## src/rtl/cot_pkg.sv

```systemverilog
package cot_pkg;

  typedef enum logic [2:0] {
    PH_IDLE  = 3'd0,
    PH_DT_HS = 3'd1,
    PH_ON    = 3'd2,
    PH_DT_LS = 3'd3,
    PH_LS    = 3'd4
  } phase_e;

  typedef enum logic [1:0] {
    MODE_FCM   = 2'b00,
    MODE_PSAVE = 2'b01,
    MODE_ULTRA = 2'b10
  } mode_e;

endpackage

```

## src/rtl/cot_timer.sv

```systemverilog
module cot_timer #(
  parameter int W = 8
) (
  input  logic         clk_i,
  input  logic         rst_ni,
  input  logic         load_i,
  input  logic [W-1:0] val_i,
  output logic         done_o
);

  logic [W-1:0] cnt_q;

  always_ff @(posedge clk_i or negedge rst_ni) begin
    if (!rst_ni)              cnt_q <= '0;
    else if (load_i)          cnt_q <= val_i;
    else if (cnt_q != '0)     cnt_q <= cnt_q - 1'b1;
  end

  assign done_o = (cnt_q == '0);

endmodule

```

## src/rtl/cot_zc_filter.sv

```systemverilog
module cot_zc_filter #(
  parameter int RUN = 8
) (
  input  logic clk_i,
  input  logic rst_ni,
  input  logic clr_i,
  input  logic arm_i,
  input  logic hit_i,
  input  logic upd_i,
  output logic full_o
);

  localparam int CW = $clog2(RUN + 1);
  localparam logic [CW-1:0] RUN_V = CW'(RUN);

  logic [CW-1:0] cnt_q;
  logic          seen_q;
  logic          seen;

  assign seen = seen_q | hit_i;

  always_ff @(posedge clk_i or negedge rst_ni) begin
    if (!rst_ni)              seen_q <= 1'b0;
    else if (clr_i || arm_i)  seen_q <= 1'b0;
    else if (hit_i)           seen_q <= 1'b1;
  end

  always_ff @(posedge clk_i or negedge rst_ni) begin
    if (!rst_ni)      cnt_q <= '0;
    else if (clr_i)   cnt_q <= '0;
    else if (upd_i)   cnt_q <= !seen ? '0 : (cnt_q == RUN_V) ? cnt_q : cnt_q + 1'b1;
  end

  assign full_o = (cnt_q == RUN_V);

  AST_ZC_MISS_CLEARS: assert property (@(posedge clk_i) disable iff (!rst_ni)
    upd_i && !clr_i && !seen_q && !hit_i |=> !full_o);

  AST_ZC_ENTRY_ON_UPDATE: assert property (@(posedge clk_i) disable iff (!rst_ni)
    $rose(full_o) |-> $past(upd_i));

endmodule

```

## src/rtl/cot_ctrl.sv

```systemverilog
module cot_ctrl
  import cot_pkg::*;
#(
  parameter int TON_W       = 10,
  parameter int TMO_W       = 12,
  parameter int MIN_ON_CYC  = 10,
  parameter int MIN_OFF_CYC = 32,
  parameter int DEAD_CYC    = 2,
  parameter int ZC_RUN      = 8
) (
  input  logic             clk_i,
  input  logic             rst_ni,
  input  logic             disable_i,
  input  logic             fb_low_i,
  input  logic             fb_high_i,
  input  logic             zero_cross_i,
  input  logic             ilim_i,
  input  logic [TON_W-1:0] ton_cnt_i,
  input  logic [TMO_W-1:0] psv_tmo_i,
  input  logic [1:0]       mode_i,
  output logic             hs_o,
  output logic             ls_o
);

  localparam int OFF_W = $clog2(MIN_OFF_CYC + 1);
  localparam int DT_W  = $clog2(DEAD_CYC + 1);
  localparam int PH_W0 = (TON_W > OFF_W) ? TON_W : OFF_W;
  localparam int PH_W  = (PH_W0 > DT_W) ? PH_W0 : DT_W;
  localparam int LEN_W = PH_W + 1;
  localparam logic [TON_W-1:0] MIN_ON_V = TON_W'(MIN_ON_CYC);
  localparam logic [PH_W-1:0]  DT_LD    = PH_W'(DEAD_CYC - 1);
  localparam logic [PH_W-1:0]  OFF_LD   = PH_W'(MIN_OFF_CYC - 1);

  phase_e            ph_q, ph_d;
  logic              ph_load, ph_done;
  logic [PH_W-1:0]   ph_val;
  logic [TON_W-1:0]  ton_eff;
  logic              force_q, force_d;
  logic              us_arm_q, us_arm_d, us_load, us_done;
  logic              zc_full, zc_clr, zc_arm, zc_upd;
  logic              start_ok, ll_on, us_exp, smart_hit, pull_low;

  assign ton_eff   = (ton_cnt_i < MIN_ON_V) ? MIN_ON_V : ton_cnt_i;
  assign start_ok  = fb_low_i & ~ilim_i;
  assign ll_on     = (mode_i == MODE_ULTRA) | ((mode_i == MODE_PSAVE) & zc_full);
  assign us_exp    = (mode_i == MODE_ULTRA) & us_arm_q & us_done;
  assign smart_hit = ll_on & fb_high_i;
  assign pull_low  = smart_hit | us_exp;
  assign zc_clr    = disable_i | smart_hit | (mode_i != MODE_PSAVE);

  cot_timer #(.W(PH_W)) u_ph_tmr (
    .clk_i  (clk_i),
    .rst_ni (rst_ni),
    .load_i (ph_load),
    .val_i  (ph_val),
    .done_o (ph_done)
  );

  cot_timer #(.W(TMO_W)) u_us_tmr (
    .clk_i  (clk_i),
    .rst_ni (rst_ni),
    .load_i (us_load),
    .val_i  (psv_tmo_i),
    .done_o (us_done)
  );

  cot_zc_filter #(.RUN(ZC_RUN)) u_zc (
    .clk_i  (clk_i),
    .rst_ni (rst_ni),
    .clr_i  (zc_clr),
    .arm_i  (zc_arm),
    .hit_i  (ls_o & zero_cross_i),
    .upd_i  (zc_upd),
    .full_o (zc_full)
  );

  always_comb begin
    ph_d     = ph_q;
    ph_load  = 1'b0;
    ph_val   = '0;
    us_load  = 1'b0;
    zc_arm   = 1'b0;
    zc_upd   = 1'b0;
    force_d  = force_q;
    us_arm_d = us_arm_q;
    // overshoot or ultrasonic expiry latches a forced discharge
    if (pull_low && ph_q != PH_DT_HS && ph_q != PH_ON) force_d = 1'b1;
    case (ph_q)
      PH_IDLE: begin
        if (start_ok) begin
          ph_d = PH_DT_HS; ph_load = 1'b1; ph_val = DT_LD;
        end else if (force_q || pull_low) begin
          ph_d = PH_DT_LS; ph_load = 1'b1; ph_val = DT_LD;
        end
      end
      PH_DT_HS: begin
        if (ph_done) begin
          ph_d = PH_ON; ph_load = 1'b1; ph_val = PH_W'(ton_eff) - PH_W'(1);
        end
      end
      PH_ON: begin
        if (ph_done) begin
          ph_d = PH_DT_LS; ph_load = 1'b1; ph_val = DT_LD;
          us_load = 1'b1; us_arm_d = 1'b1;
        end
      end
      PH_DT_LS: begin
        if (ph_done) begin
          ph_d = PH_LS; ph_load = 1'b1; ph_val = OFF_LD; zc_arm = 1'b1;
        end
      end
      PH_LS: begin
        if (ph_done && !ilim_i) begin
          if (fb_low_i) begin
            ph_d = PH_DT_HS; ph_load = 1'b1; ph_val = DT_LD; zc_upd = 1'b1;
          end else if (ll_on && !force_q && !pull_low && zero_cross_i) begin
            ph_d = PH_IDLE; zc_upd = 1'b1;
          end
        end
      end
      default: ph_d = PH_IDLE;
    endcase
    if (ph_d == PH_DT_HS && ph_q != PH_DT_HS) begin
      force_d  = 1'b0;
      us_arm_d = 1'b0;
    end
    if (disable_i) begin
      ph_d     = PH_IDLE;
      ph_load  = 1'b0;
      us_load  = 1'b0;
      zc_arm   = 1'b0;
      zc_upd   = 1'b0;
      force_d  = 1'b0;
      us_arm_d = 1'b0;
    end
  end

  always_ff @(posedge clk_i or negedge rst_ni) begin
    if (!rst_ni) begin
      ph_q     <= PH_IDLE;
      force_q  <= 1'b0;
      us_arm_q <= 1'b0;
    end else begin
      ph_q     <= ph_d;
      force_q  <= force_d;
      us_arm_q <= us_arm_d;
    end
  end

  assign hs_o = (ph_q == PH_ON);
  assign ls_o = (ph_q == PH_LS);

  // phase length trackers for the width checks
  logic [LEN_W-1:0] hs_len_q, ls_len_q;

  always_ff @(posedge clk_i or negedge rst_ni) begin
    if (!rst_ni) begin
      hs_len_q <= '0;
      ls_len_q <= '0;
    end else begin
      hs_len_q <= !hs_o ? '0 : (&hs_len_q) ? hs_len_q : hs_len_q + 1'b1;
      ls_len_q <= !ls_o ? '0 : (&ls_len_q) ? ls_len_q : ls_len_q + 1'b1;
    end
  end

  AST_NO_SHOOT_THROUGH: assert property (@(posedge clk_i) disable iff (!rst_ni)
    !(hs_o && ls_o));

  AST_HS_AFTER_GAP: assert property (@(posedge clk_i) disable iff (!rst_ni)
    $rose(hs_o) |-> $past(!ls_o));

  AST_DISABLE_PARKS: assert property (@(posedge clk_i) disable iff (!rst_ni)
    disable_i |=> !hs_o && !ls_o);

  AST_MIN_ON: assert property (@(posedge clk_i) disable iff (!rst_ni)
    $fell(hs_o) && !$past(disable_i) |-> hs_len_q >= LEN_W'(MIN_ON_CYC));

  AST_MIN_OFF: assert property (@(posedge clk_i) disable iff (!rst_ni)
    $fell(ls_o) && !$past(disable_i) |-> ls_len_q >= LEN_W'(MIN_OFF_CYC));

  AST_ILIM_HOLD: assert property (@(posedge clk_i) disable iff (!rst_ni)
    ilim_i && ls_o && !disable_i |=> ls_o);

  AST_FCM_HOLD: assert property (@(posedge clk_i) disable iff (!rst_ni)
    (mode_i == MODE_FCM) && ls_o && !fb_low_i && !disable_i |=> ls_o);

endmodule

```

## config.mk

```make
export PLATFORM = sky130hd
export DESIGN_NAME = cot_ctrl
export DESIGN_NICKNAME = d
export VERILOG_FILES = /design/src/rtl/cot_pkg.sv /design/src/rtl/cot_timer.sv /design/src/rtl/cot_zc_filter.sv /design/src/rtl/cot_ctrl.sv
export SDC_FILE = /design/constraint.sdc
export NUM_CORES = 1
export LEC_CHECK = 0
export ABC_AREA = 0
export BUFFER_PORTS_ARGS = -buffer_cell sky130_fd_sc_hd__buf_4
export CORE_AREA = 3 3 67 69
export DETAILED_ROUTE_END_ITERATION = 8
export DIE_AREA = 0 0 70 72
export GPL_ROUTABILITY_DRIVEN = 0
export PLACE_DENSITY = 0.79
export SLEW_MARGIN = 30
export SYNTH_ARGS = -nofsm -noshare
export SYNTH_HDL_FRONTEND = slang
export SYNTH_SLANG_ARGS = --single-unit
```

## constraint.sdc

```tcl
create_clock -name clk_i -period 6.5 [get_ports clk_i]
set_input_delay 1.3 -clock clk_i [delete_from_list [all_inputs] [get_ports clk_i]]
set_output_delay 1.3 -clock clk_i [all_outputs]
set_load 0.02 [all_outputs]
```

; After elaboration in Yosys (flattened, before gate mapping)
; Index checks and enable logic that the tools add are counted.
[word_totals]
regBits = 32
word_cells = 115
[classes]
n_addsub = 4
bitwise_logic = 12
n_lt_le_gt_ge = 1
mux = 52
n_reduce_logical = 27
eq_ne = 12
[op_table]
columns = op, count
row1 = $pmux 10 s5, 1
row2 = $mux 10, 4
row3 = $mux 1, 29
row4 = $mux 3, 9
row5 = $mux 12, 2
row6 = $sub 10x1->10 const B, 2
row7 = $mux 4, 4
row8 = $pmux 3 s5, 1
row9 = $logic_not 12->1, 1
row10 = $reduce_bool 12->1, 1
row11 = $sub 12x1->12 const B, 1
row12 = $logic_not 10->1, 1
row13 = $lt 10x4->1 const B, 1
row14 = $reduce_bool 10->1, 1
row15 = $reduce_bool 3->1, 3
row16 = $reduce_bool 2->1, 4
row17 = $logic_and 1x1->1, 7
row18 = $and 1x1->1, 6
row19 = $eq 3x1->1 const B, 2
row20 = $eq 3x2->1 const B, 2
row21 = $ne 3x2->1 const B, 2
row22 = $mux 5, 1
row23 = $or 1x1->1, 5
row24 = $add 4x1->4 const B, 1
row25 = other kinds (13), 17

; Depth between registers and ports, before layout
; Gate-level depths: netlist (run 1).
[depth]
word_depth = 16
depth_mapped = 10

; Cells and area by module
; A second synthesis (run 1) with hierarchy kept.
[hier_totals]
hier_cells = 274
hier_area_um2 = 2443.6
[modules_own_cells]
columns = module, cells_each, instances, area_per_inst_um2, seq_area_each_um2
row1 = cot_ctrl, 103, 1, 797.0, 125.1
row2 = cot_timer (u_us_tmr), 72, 1, 730.7, 300.3
row3 = cot_timer (u_ph_tmr), 67, 1, 594.3, 250.2
row4 = cot_zc_filter, 32, 1, 321.6, 125.1

; Worst setup path after synthesis (run 1)
; OpenSTA, ideal clock, no wires.
[synth_path]
path_type = input -> register
start = input ton_cnt_i[8]
end = register u_ph_tmr.cnt_q[8]
arrival_ps = 3423
slack_ps = 2998
t_required_ps = 6421
setup_ps = 79
stages = 9
path_cell_list = or4_1 > o41a_1 > inv_1 > ha_1 > nor4b_1 > o311ai_0 > xnor2_1 > nand2_1 > mux2i_1
[synth_via]
elab_chain_cells = 6
[synth_lines]
columns = element, line_no
row1 = "start, declared", cot_ctrl.sv:18  ; input logic [TON_W-1:0] ton_cnt_i,
row2 = $lt 10x4->1, cot_ctrl.sv:43  ; assign ton_eff = (ton_cnt_i < MIN_ON_V) ? MIN_ON_V : ton_cnt_i;
row3 = $mux 10 (*), cot_ctrl.sv:43
row4 = $sub 10x1->10 (*), cot_ctrl.sv:98  ; ph_d = PH_ON; ph_load = 1'b1; ph_val = PH_W'(ton_eff) - PH_W'(1);
row5 = $mux 10 (*), cot_ctrl.sv:97  ; if (ph_done) begin
row6 = $pmux 10 s5 (*), cot_ctrl.sv:88  ; case (ph_q)
row7 = $mux 10 (*), cot_timer.sv:15  ; else if (load_i) cnt_q <= val_i;
row8 = "end signal, assigned", cot_timer.sv:15
row9 = "end signal, assigned", cot_timer.sv:16  ; else if (cnt_q != '0) cnt_q <= cnt_q - 1'b1;
row10 = "end, declared", cot_timer.sv:11  ; logic [W-1:0] cnt_q;
; Mark *: on every way between the ends. The rest lies on a longest branch, timed or not.
; A chain may end at the register's enable or synchronous reset.

; Worst setup path in the final report (run 1)
; Same ends and word-level chain as after synthesis.

==> flow_metrics.env, run 1 <==
export IMPL_status="finished, final reports clean"
export IMPL_clkPwrFrac_pct=17.8
export IMPL_wl_um=5188
export IMPL_grt_max_degree=33
export IMPL_grtUsageTotal_pct=21.96
export IMPL_place_hpwl_um=3815
export IMPL_ys_warn_count=0
export IMPL_worstSetupStartpointType="input port"
export IMPL_rsz0062_at_grt="no"
export IMPL_slew_violations=0
export IMPL_fin_setup_tns_ns=0
export IMPL_grt_overflow=0
export IMPL_syn2layout_area_growth_pct=13.65
export IMPL_htree_levels=2
export IMPL_fin_crit_sh_pct=56.08
export IMPL_critPathArrivalTime_ns=3.86
export IMPL_setup_viol=0
export IMPL_p_leak_nw=1.072
export IMPL_intPower_w=0.0004993
export IMPL_finalClockSkew_ns=0.006576
export IMPL_vias=2086
export IMPL_dieHeight_um=72
export IMPL_max_freq_mhz=274.3
export IMPL_cap_viol_max_count=0
export IMPL_final_seq_area_um2=800.8
export IMPL_drtIter0Drc=132
export IMPL_nets=335
export IMPL_synth_edf_count=0
export IMPL_die_area_um2=5040
export IMPL_cts_buffers=5
export IMPL_multi_input_area_um2=1468
export IMPL_ys_types=64
export IMPL_min_period_ns=3.645
export IMPL_cts_resized_gates=0
export IMPL_core_um2=3971
export IMPL_async_reset_ff_share_pct=100.0
export IMPL_vdd_drop_max_mv=0.1238
export IMPL_worst_pin_slew_ns=0.5549
export IMPL_synth_seq_cells=32
export IMPL_cp_end_kind="register"
export IMPL_ys_flop_type="dfrtp_1"
export IMPL_drc=0
export IMPL_slew_headroom_pct=62.49
export IMPL_total_power_w=0.0008220
export IMPL_cts_sinks=32
export IMPL_drive_gt1_share_pct=18.46
export IMPL_io_buffers=32
export IMPL_first_global_vias=2007
export IMPL_antenna_found_initial=0
export IMPL_p_comb_share_pct=40.4
export IMPL_syn_area_um2=2374
export IMPL_critPathKind="in -> reg"
export IMPL_synth_cells=268
export IMPL_synth_nets=305
export IMPL_die_w_um=70
export IMPL_wl_per_cell_um=14.91
export IMPL_avgViaCountPerCell=5.994
export IMPL_yosysSeqAreaShare_pct=33.74
export IMPL_clkTransAtPathRegs_ns=0.06
export IMPL_p_per_area_nw_per_um2=304.7
export IMPL_detail_route_antenna_nets=0
export IMPL_p_sw_share_pct=39.25
export IMPL_cts_buffer_depth=2
export IMPL_worstPathRequired_ns=6.71
export IMPL_clock_latency_ns=0.29
export IMPL_crit_fanout=5
export IMPL_pwr_share_seq_pct=41.8
export IMPL_synth_avg_cell_area_um2=8.856
export IMPL_cts_root_buf="clkbuf_8"
export IMPL_hold_viol_final=0
export IMPL_grt_pass1_wl_um=9032
export IMPL_dr_pass1_iters=4
export IMPL_diodes=0
export IMPL_std_cell_rows=23
export IMPL_cts_tree="yes"
export IMPL_num_io_pins=33
export IMPL_fillers=333
export IMPL_hp_class="reg -> reg"
export IMPL_power_switching_w=0.0003226
export IMPL_regToRegSetupSlack_ns=3.73
export IMPL_hold_buffers=0
export IMPL_post_cts_setup_buffers=0
export IMPL_start_util_pct=59.77
==> layout by cell type, fill, tap and decap left out, types with 6 or more instances in the layout <==
master and count:
a21oi_1 12, buf_4 33, dfrtp_1 32, ha_1 6
inv_1 11, mux2i_1 6, nand2_1 26, nand3_1 6
nor2_1 24, nor3_1 12, o21ai_0 7, o21ai_1 12
o31ai_1 8, or4_1 7, xnor2_1 12, xor2_1 7
==> cell families after synthesis <==
kind of cell	after synthesis	share of synthesized area, %
AOI/OAI and AO/OA	69	20.30
xor gates and xnor gates	19	7.011
adders and majority gates	6	3.163
buffers and inverters	21	4.428
DFF	32	33.74
muxes	10	4.428
and+or+nand+nor	111	26.94
==> sequential cells by signal (all words and copies together), names as in the netlist <==
register / cells
u_us_tmr.cnt_q: 12
u_ph_tmr.cnt_q: 10
u_zc.cnt_q: 4
ph_q: 3
force_q: 1
u_zc.seen_q: 1
us_arm_q: 1
==> worst max-delay path, stage by stage <==
cell and delay [ns]:
buf_4 0.12, or4_1 0.62, o41a_1 0.43, inv_1 0.07, ha_1 0.18, nor4b_1 0.48, o311ai_0 0.28, xnor2_1 0.20
nand2_1 0.06, mux2i_1 0.12
==> layout make-up <==
| class | count | area share (%) |
|---|---|---|
| Timing Repair Buffer | 33 | 9.184 |
| Clock buffer | 6 | 2.690 |
| Clock inverter | 1 | 0.1855 |
| Tap cell | 50 | 2.319 |
| Inverter | 11 | 1.531 |
| Sequential cell | 32 | 29.68 |
| Multi-Input combinational cell | 215 | 54.41 |
==> synth_stat cells (4+ instances only) <==
| cell type | instances | area share (%) |
|---|---|---|
| or4_1 | 7 | 2.2 |
| a21o_1 | 4 | 1.3 |
| a21oi_1 | 12 | 2.5 |
| nor3_1 | 12 | 2.5 |
| ha_1 | 6 | 3.2 |
| mux2i_1 | 6 | 2.5 |
| xor2_1 | 7 | 2.6 |
| xnor2_1 | 12 | 4.4 |
| dfrtp_1 | 32 | 34 |
| nand3_1 | 6 | 1.3 |
| o21ai_1 | 12 | 2.5 |
| nor2_1 | 24 | 3.8 |
| nor2b_1 | 5 | 1.3 |
| o21ai_0 | 7 | 1.5 |
| nand2b_1 | 5 | 1.3 |
| inv_1 | 11 | 1.7 |
| o31ai_1 | 8 | 2.5 |
| nand2_1 | 26 | 4.1 |
==> layer usage <==
layer | vias to the layer above | routed length (um) | part of all wire, % | track usage (%)
li1 | 1041 | - | - | -
met1 | 978 | 2273 | 44 | 28.38
met2 | 63 | 2585 | 50 | 37.36
met3 | 4 | 273 | 5.3 | 4.155
met4 | 0 | 55 | 1.1 | 7.234
met5 | - | 0 | 0 | 0
==> power by group through the flow <==
stage / clock (W) / sequential, W / combinational, W
after floorplan: 0 / 0.000318 / 0.000281
after global placement: 0 / 0.000341 / 0.000322
after detailed placement: 0 / 0.000345 / 0.000332
after CTS: 0.000149 / 0.000341 / 0.000335
after global routing: 0.000156 / 0.000352 / 0.000380
final: 0.000146 / 0.000344 / 0.000332
==> path summary, 6_finish.rpt <==
check,from,to,cells after the start
max,ton_cnt_i[8],u_ph_tmr.cnt_q[8],10
max in group asynchronous,rst_ni,u_zc.cnt_q[0],1
min reg2reg,u_ph_tmr.cnt_q[8],u_ph_tmr.cnt_q[8],2
min in group asynchronous,rst_ni,u_us_tmr.cnt_q[3],1
min,u_ph_tmr.cnt_q[8],u_ph_tmr.cnt_q[8],2
max reg2reg,u_ph_tmr.cnt_q[0],u_zc.cnt_q[2],7
==> through the flow <==
stage          instances  hold slack [ns]  instance area (um^2)  util, %  setup WS (ns)
3_5_place_dp         341           0.5568                  2620    65.97          2.541
5_1_grt              348           0.6021                  2698    67.93          2.643
3_3_place_gp         341           0.5562                  2620    65.97          2.680
6_report             348           0.5655                  2698    67.93          2.855
4_1_cts              348           0.5718                  2698    67.93          2.828
2_1_floorplan        268           0.5237                  2374        -          2.998
Power figures use the tool's default switching activity.
==> inputs of run 2 (changes only) <==
- CORE_AREA: 3 3 67 69 -> 3 3 68 70
- DIE_AREA: 0 0 70 72 -> 0 0 71 73
- PLACE_DENSITY: 0.79 -> 0.77
- clock period: 6.5 -> 3.4 ns (I/O delays scaled with it)
==> flow_metrics.env, run 2 (synthesized netlist as in run 1, its figures left out) <==
export IMPL_grt_overflow=0
export IMPL_critPathArrivalTime_ns=3.14
export IMPL_cts_buffers=5
export IMPL_largestRegisters="u_us_tmr.cnt_q: 12 flops, u_ph_tmr.cnt_q: 10 flops, u_zc.cnt_q: 4 flops"
export IMPL_max_freq_mhz=341.6
export IMPL_io_buffers=32
export IMPL_avgViaCountPerCell=5.886
export IMPL_grt_use_met3_pct=4.408
export IMPL_grt_most_used_layer="met2"
export IMPL_cts_buffer_depth=2
export IMPL_post_cts_setup_buffers=0
export IMPL_cp_end_kind="register"
export IMPL_wl_per_cell_um=14.25
export IMPL_final_common_cell="buf_4"
export IMPL_start_util_pct=58.91
export IMPL_cts_resized_gates=0
export IMPL_grt_pass1_wl_um=8845
export IMPL_first_global_vias=1993
export IMPL_cts_tree="yes"
export IMPL_hp_class="in -> async"
export IMPL_die_area_um2=5183
export IMPL_largest_register_ffs=12
export IMPL_min_period_ns=2.927
export IMPL_wl_um=4988
export IMPL_hold_buffers=0
export IMPL_fin_setup_tns_ns=0
export IMPL_drtIter0Drc=90
export IMPL_critPathBufInv=2
export IMPL_std_cell_rows=23
export IMPL_syn2layout_area_growth_pct=16.03
export IMPL_multi_input_area_um2=1468
export IMPL_slew_violations=0
export IMPL_clock_latency_ns=0.29
export IMPL_status="finished, final reports clean"
export IMPL_p_leak_nw=1.100
export IMPL_dr_pass1_iters=4
export IMPL_place_hpwl_um=3733
export IMPL_slew_headroom_pct=63.86
export IMPL_use_met2_pct=34.91
export IMPL_cts_sinks=32
export IMPL_cap_viol_max_count=0
export IMPL_setup_viol=0
export IMPL_postLayoutCellArea_um2=2754
export IMPL_hold_viol_final=0
export IMPL_dieHeight_um=73
export IMPL_cp_top_family="simple AND/OR/NAND/NOR gates"
export IMPL_htree_levels=2
export IMPL_final_seq_area_um2=800.8
export IMPL_finalClockSkew_ns=0.006412
export IMPL_drc=0
export IMPL_rsz0062_at_grt="no"
export IMPL_layout_common_cells="34 x buf_4, 32 x dfrtp_1, 26 x nand2_1"
export IMPL_vias=2060
export IMPL_max_stage_delay_ns=0.56
export IMPL_placed_cell_area_um2=2628
export IMPL_setup_ws_ns=0.4727
export IMPL_crit_fanout=3
export IMPL_place_ws_ns=0.1499
export IMPL_grtUsageTotal_pct=20.95
export IMPL_vdd_drop_max_mv=0.3197
export IMPL_worst_pin_slew_ns=0.5346
export IMPL_reg2reg_depth=7
export IMPL_grt_max_degree=33
export IMPL_top_register="u_us_tmr.cnt_q"
export IMPL_whs_ns=0.3203
export IMPL_crit_chain="buf_4, or4_1, o41a_1, inv_1, ha_1, nor4b_1, o311ai_0, xnor2_1, nand2_1, mux2i_1"
export IMPL_cp_num_cells=10
export IMPL_p_per_area_nw_per_um2=612.7
export IMPL_nets=336
export IMPL_detail_route_antenna_nets=0
export IMPL_core_um2=4029
export IMPL_antenna_found_initial=0
export IMPL_worstPathRequired_ns=3.61
export IMPL_grtUsageMet1_pct=27.39
export IMPL_clkTransAtPathRegs_ns=0.07
export IMPL_fillers=340
export IMPL_cts_root_buf="clkbuf_8"
export IMPL_die_w_um=71
export IMPL_drive_gt1_share_pct=19.33
export IMPL_critPathKind="in -> reg"
export IMPL_slowest_stage="or4_1"
export IMPL_diodes=0
export IMPL_num_io_pins=33
export IMPL_worstSetupStartpointType="input port"
export IMPL_fin_crit_sh_pct=86.10
## run 2: cell count changes in the layout (fill, tap and decap cells not counted), sizes merged
cell    before  now
clkbuf       6    7
bufinv       0    1
clkinv       1    0
buf         33   34
## run 2: path summary, 6_finish.rpt
path                                     end         startpoint  slack (ns)
setup / recovery           u_ph_tmr.cnt_q[8]       ton_cnt_i[8]        0.47
hold / removal             u_us_tmr.cnt_q[3]             rst_ni        0.32
setup reg to reg               u_zc.cnt_q[2]  u_ph_tmr.cnt_q[0]        0.65
hold reg to reg            u_ph_tmr.cnt_q[0]  u_ph_tmr.cnt_q[0]        0.59
max in group asynchronous      u_zc.cnt_q[1]             rst_ni        2.78
min in group clk_i         u_us_tmr.cnt_q[3]       psv_tmo_i[3]        0.59
## run 2: cell type report
class / count / share of cell area (%)
Multi-Input combinational cell: 215 / 53.29
Sequential cell: 32 / 29.08
Timing Repair Buffer: 34 / 9.269
Clock buffer: 7 / 3.498
Tap cell: 50 / 2.272
Inverter: 11 / 1.499
Clock inverter: 1 / 1.090
## run 2: where the power goes
part           internal [W]  leakage (nW)  switching, W
combinational      0.000314         0.640      0.000315
clock              0.000259        0.0645      0.000148
sequential         0.000502         0.395      0.000150
## run 2: per-stage QoR
| stage | utilization (%) | power [W] | cells |
|---|---|---|---|
| after global placement | 65.22 | 0.001269 | 342 |
| after CTS | 68.35 | 0.001698 | 350 |
| after global routing | 68.35 | 0.001815 | 350 |
| after floorplan | - | 0.001144 | 268 |
| final | 68.35 | 0.001687 | 350 |
| after detailed placement | 65.22 | 0.001286 | 342 |
## run 2: per-layer routing
metal	part of all wire [%]	routed length [um]
met3	4.5	226
met5	0	0
met1	47	2360
met4	1.4	68
met2	47	2333
==> inputs of run 3 (changes only) <==
- BUFFER_PORTS_ARGS: -buffer_cell sky130_fd_sc_hd__buf_4 -> default
- CORE_AREA: 3 3 68 70 -> 3 3 67 69
- DIE_AREA: 0 0 71 73 -> 0 0 70 72
- DONT_BUFFER_PORTS: default -> 1
- PLACE_DENSITY: 0.77 -> 0.72
==> flow_metrics.env, run 3 (synthesized netlist as in run 1, its figures left out) <==
export IMPL_grtUsageTotal_pct=20.99
export IMPL_largest_register_ffs=12
export IMPL_io_buffers=0
export IMPL_layout_common_cells="32 x dfrtp_1, 26 x nand2_1, 24 x nor2_1"
export IMPL_vdd_drop_max_mv=0.2936
export IMPL_worstPathRequired_ns=3.61
export IMPL_hold_viol_final=0
export IMPL_std_cell_rows=23
export IMPL_fillers=344
export IMPL_clock_latency_ns=0.29
export IMPL_clkTransAtPathRegs_ns=0.07
export IMPL_post_cts_setup_buffers=0
export IMPL_regToRegSetupSlack_ns=0.70
export IMPL_cts_resized_gates=0
export IMPL_cts_root_buf="clkbuf_8"
export IMPL_grt_overflow=0
export IMPL_cap_viol_max_count=0
export IMPL_p_per_area_nw_per_um2=645.8
export IMPL_grt_max_degree=33
export IMPL_slew_headroom_pct=61.99
export IMPL_dieHeight_um=72
export IMPL_wl_um=4864
export IMPL_critPathArrivalTime_ns=3.08
export IMPL_rsz0062_at_grt="no"
export IMPL_wl_per_cell_um=15.34
export IMPL_die_w_um=70
export IMPL_min_period_ns=2.873
export IMPL_top_register="u_us_tmr.cnt_q"
export IMPL_dr_pass1_iters=4
export IMPL_syn2layout_area_growth_pct=4.797
export IMPL_htree_levels=2
export IMPL_core_um2=3971
export IMPL_drc=0
export IMPL_worst_pin_slew_ns=0.5676
export IMPL_cts_sinks=32
export IMPL_hold_buffers=0
export IMPL_start_util_pct=59.77
export IMPL_reg2reg_depth=7
export IMPL_cts_tree="yes"
export IMPL_vias=1935
export IMPL_crit_fanout=5
export IMPL_cts_buffer_depth=2
export IMPL_first_global_vias=1909
export IMPL_fin_setup_tns_ns=0
export IMPL_slew_violations=0
export IMPL_die_area_um2=5040
export IMPL_diodes=0
export IMPL_place_hpwl_um=3570
export IMPL_largestRegisters="u_us_tmr.cnt_q: 12 flops, u_ph_tmr.cnt_q: 10 flops, u_zc.cnt_q: 4 flops"
export IMPL_p_leak_nw=0.9312
export IMPL_drive_gt1_share_pct=8.989
export IMPL_nets=303
export IMPL_rr_endpoint="u_zc.cnt_q[2]"
export IMPL_worstSetupStartpointType="input port"
export IMPL_num_io_pins=33
export IMPL_timing_rr_start="u_ph_tmr.cnt_q[0]"
export IMPL_drtIter0Drc=154
export IMPL_whs_ns=0.07793
export IMPL_fin_crit_sh_pct=84.50
export IMPL_finalClockSkew_ns=0.007932
export IMPL_detail_route_antenna_nets=0
export IMPL_cts_buffers=5
export IMPL_avgViaCountPerCell=6.104
export IMPL_grt_pass1_wl_um=8721
export IMPL_setup_viol=0
export IMPL_max_freq_mhz=348.1
export IMPL_hp_class="in -> async"
export IMPL_status="finished, final reports clean"
export IMPL_critPathKind="in -> reg"
export IMPL_final_common_cell="dfrtp_1"
export IMPL_antenna_found_initial=0
export IMPL_cp_end_kind="register"
-- run 3: how the worst max path moves through the flow --
| stage | depth (start not counted) | slack, ns | start | endpoint |
|---|---|---|---|---|
| 4_1_cts | 9 | 0.49 | ton_cnt_i[8] | u_ph_tmr.cnt_q[8] |
| 3_3_place_gp | 9 | 0.33 | ton_cnt_i[8] | u_ph_tmr.cnt_q[8] |
| 2_1_floorplan | 9 | 0.52 | ton_cnt_i[8] | u_ph_tmr.cnt_q[8] |
| 5_1_grt | 9 | 0.33 | ton_cnt_i[8] | u_ph_tmr.cnt_q[8] |
| 3_5_place_dp | 9 | 0.20 | ton_cnt_i[8] | u_ph_tmr.cnt_q[8] |
| 6_report | 9 | 0.53 | ton_cnt_i[8] | u_ph_tmr.cnt_q[8] |
-- run 3: stage by stage --
stage	utilization [%]	instances	worst slack (ns)	area, um^2	power, W
2_1_floorplan	-	268	0.5180	2374	0.001144
3_3_place_gp	59.92	309	0.3321	2380	0.001235
3_5_place_dp	59.92	309	0.2005	2380	0.001248
4_1_cts	62.63	317	0.4870	2487	0.001612
5_1_grt	62.63	317	0.3285	2487	0.001730
6_report	62.63	317	0.5269	2487	0.001606
-- run 3: final cells by class --
class | instances | area, um^2 | share of cell area (%)
multi-input cells | 215 | 1468 | 59.00
flip-flops and latches | 32 | 800.8 | 32.19
well taps | 50 | 62.56 | 2.515
clock buffers | 6 | 72.57 | 2.917
inverters | 11 | 41.29 | 1.660
clock inverters | 2 | 35.03 | 1.408
repair buffers | 1 | 7.507 | 0.3018
-- run 3: worst max-delay path: stages --
cell      delay (ns)
or4_1           0.61
o41a_1          0.43
inv_1           0.07
ha_1            0.18
nor4b_1         0.46
o311ai_0        0.27
xnor2_1         0.19
nand2_1         0.06
mux2i_1         0.13
-- run 3: power breakdown --
part	internal (W)	leakage (nW)	switching, W
Clock	0.000218	0.0552	0.000152
Combinational	0.000290	0.481	0.000295
Sequential	0.000502	0.395	0.000151
-- run 3: routing by layer --
layer  global-route usage [%]  up-vias  routed length, um
met1                    28.24      905               2341
li1                         -      983                  -
met3                    4.986        7                229
met5                        0        -                  0
met4                    6.383        0                 66
met2                    33.89       40               2227
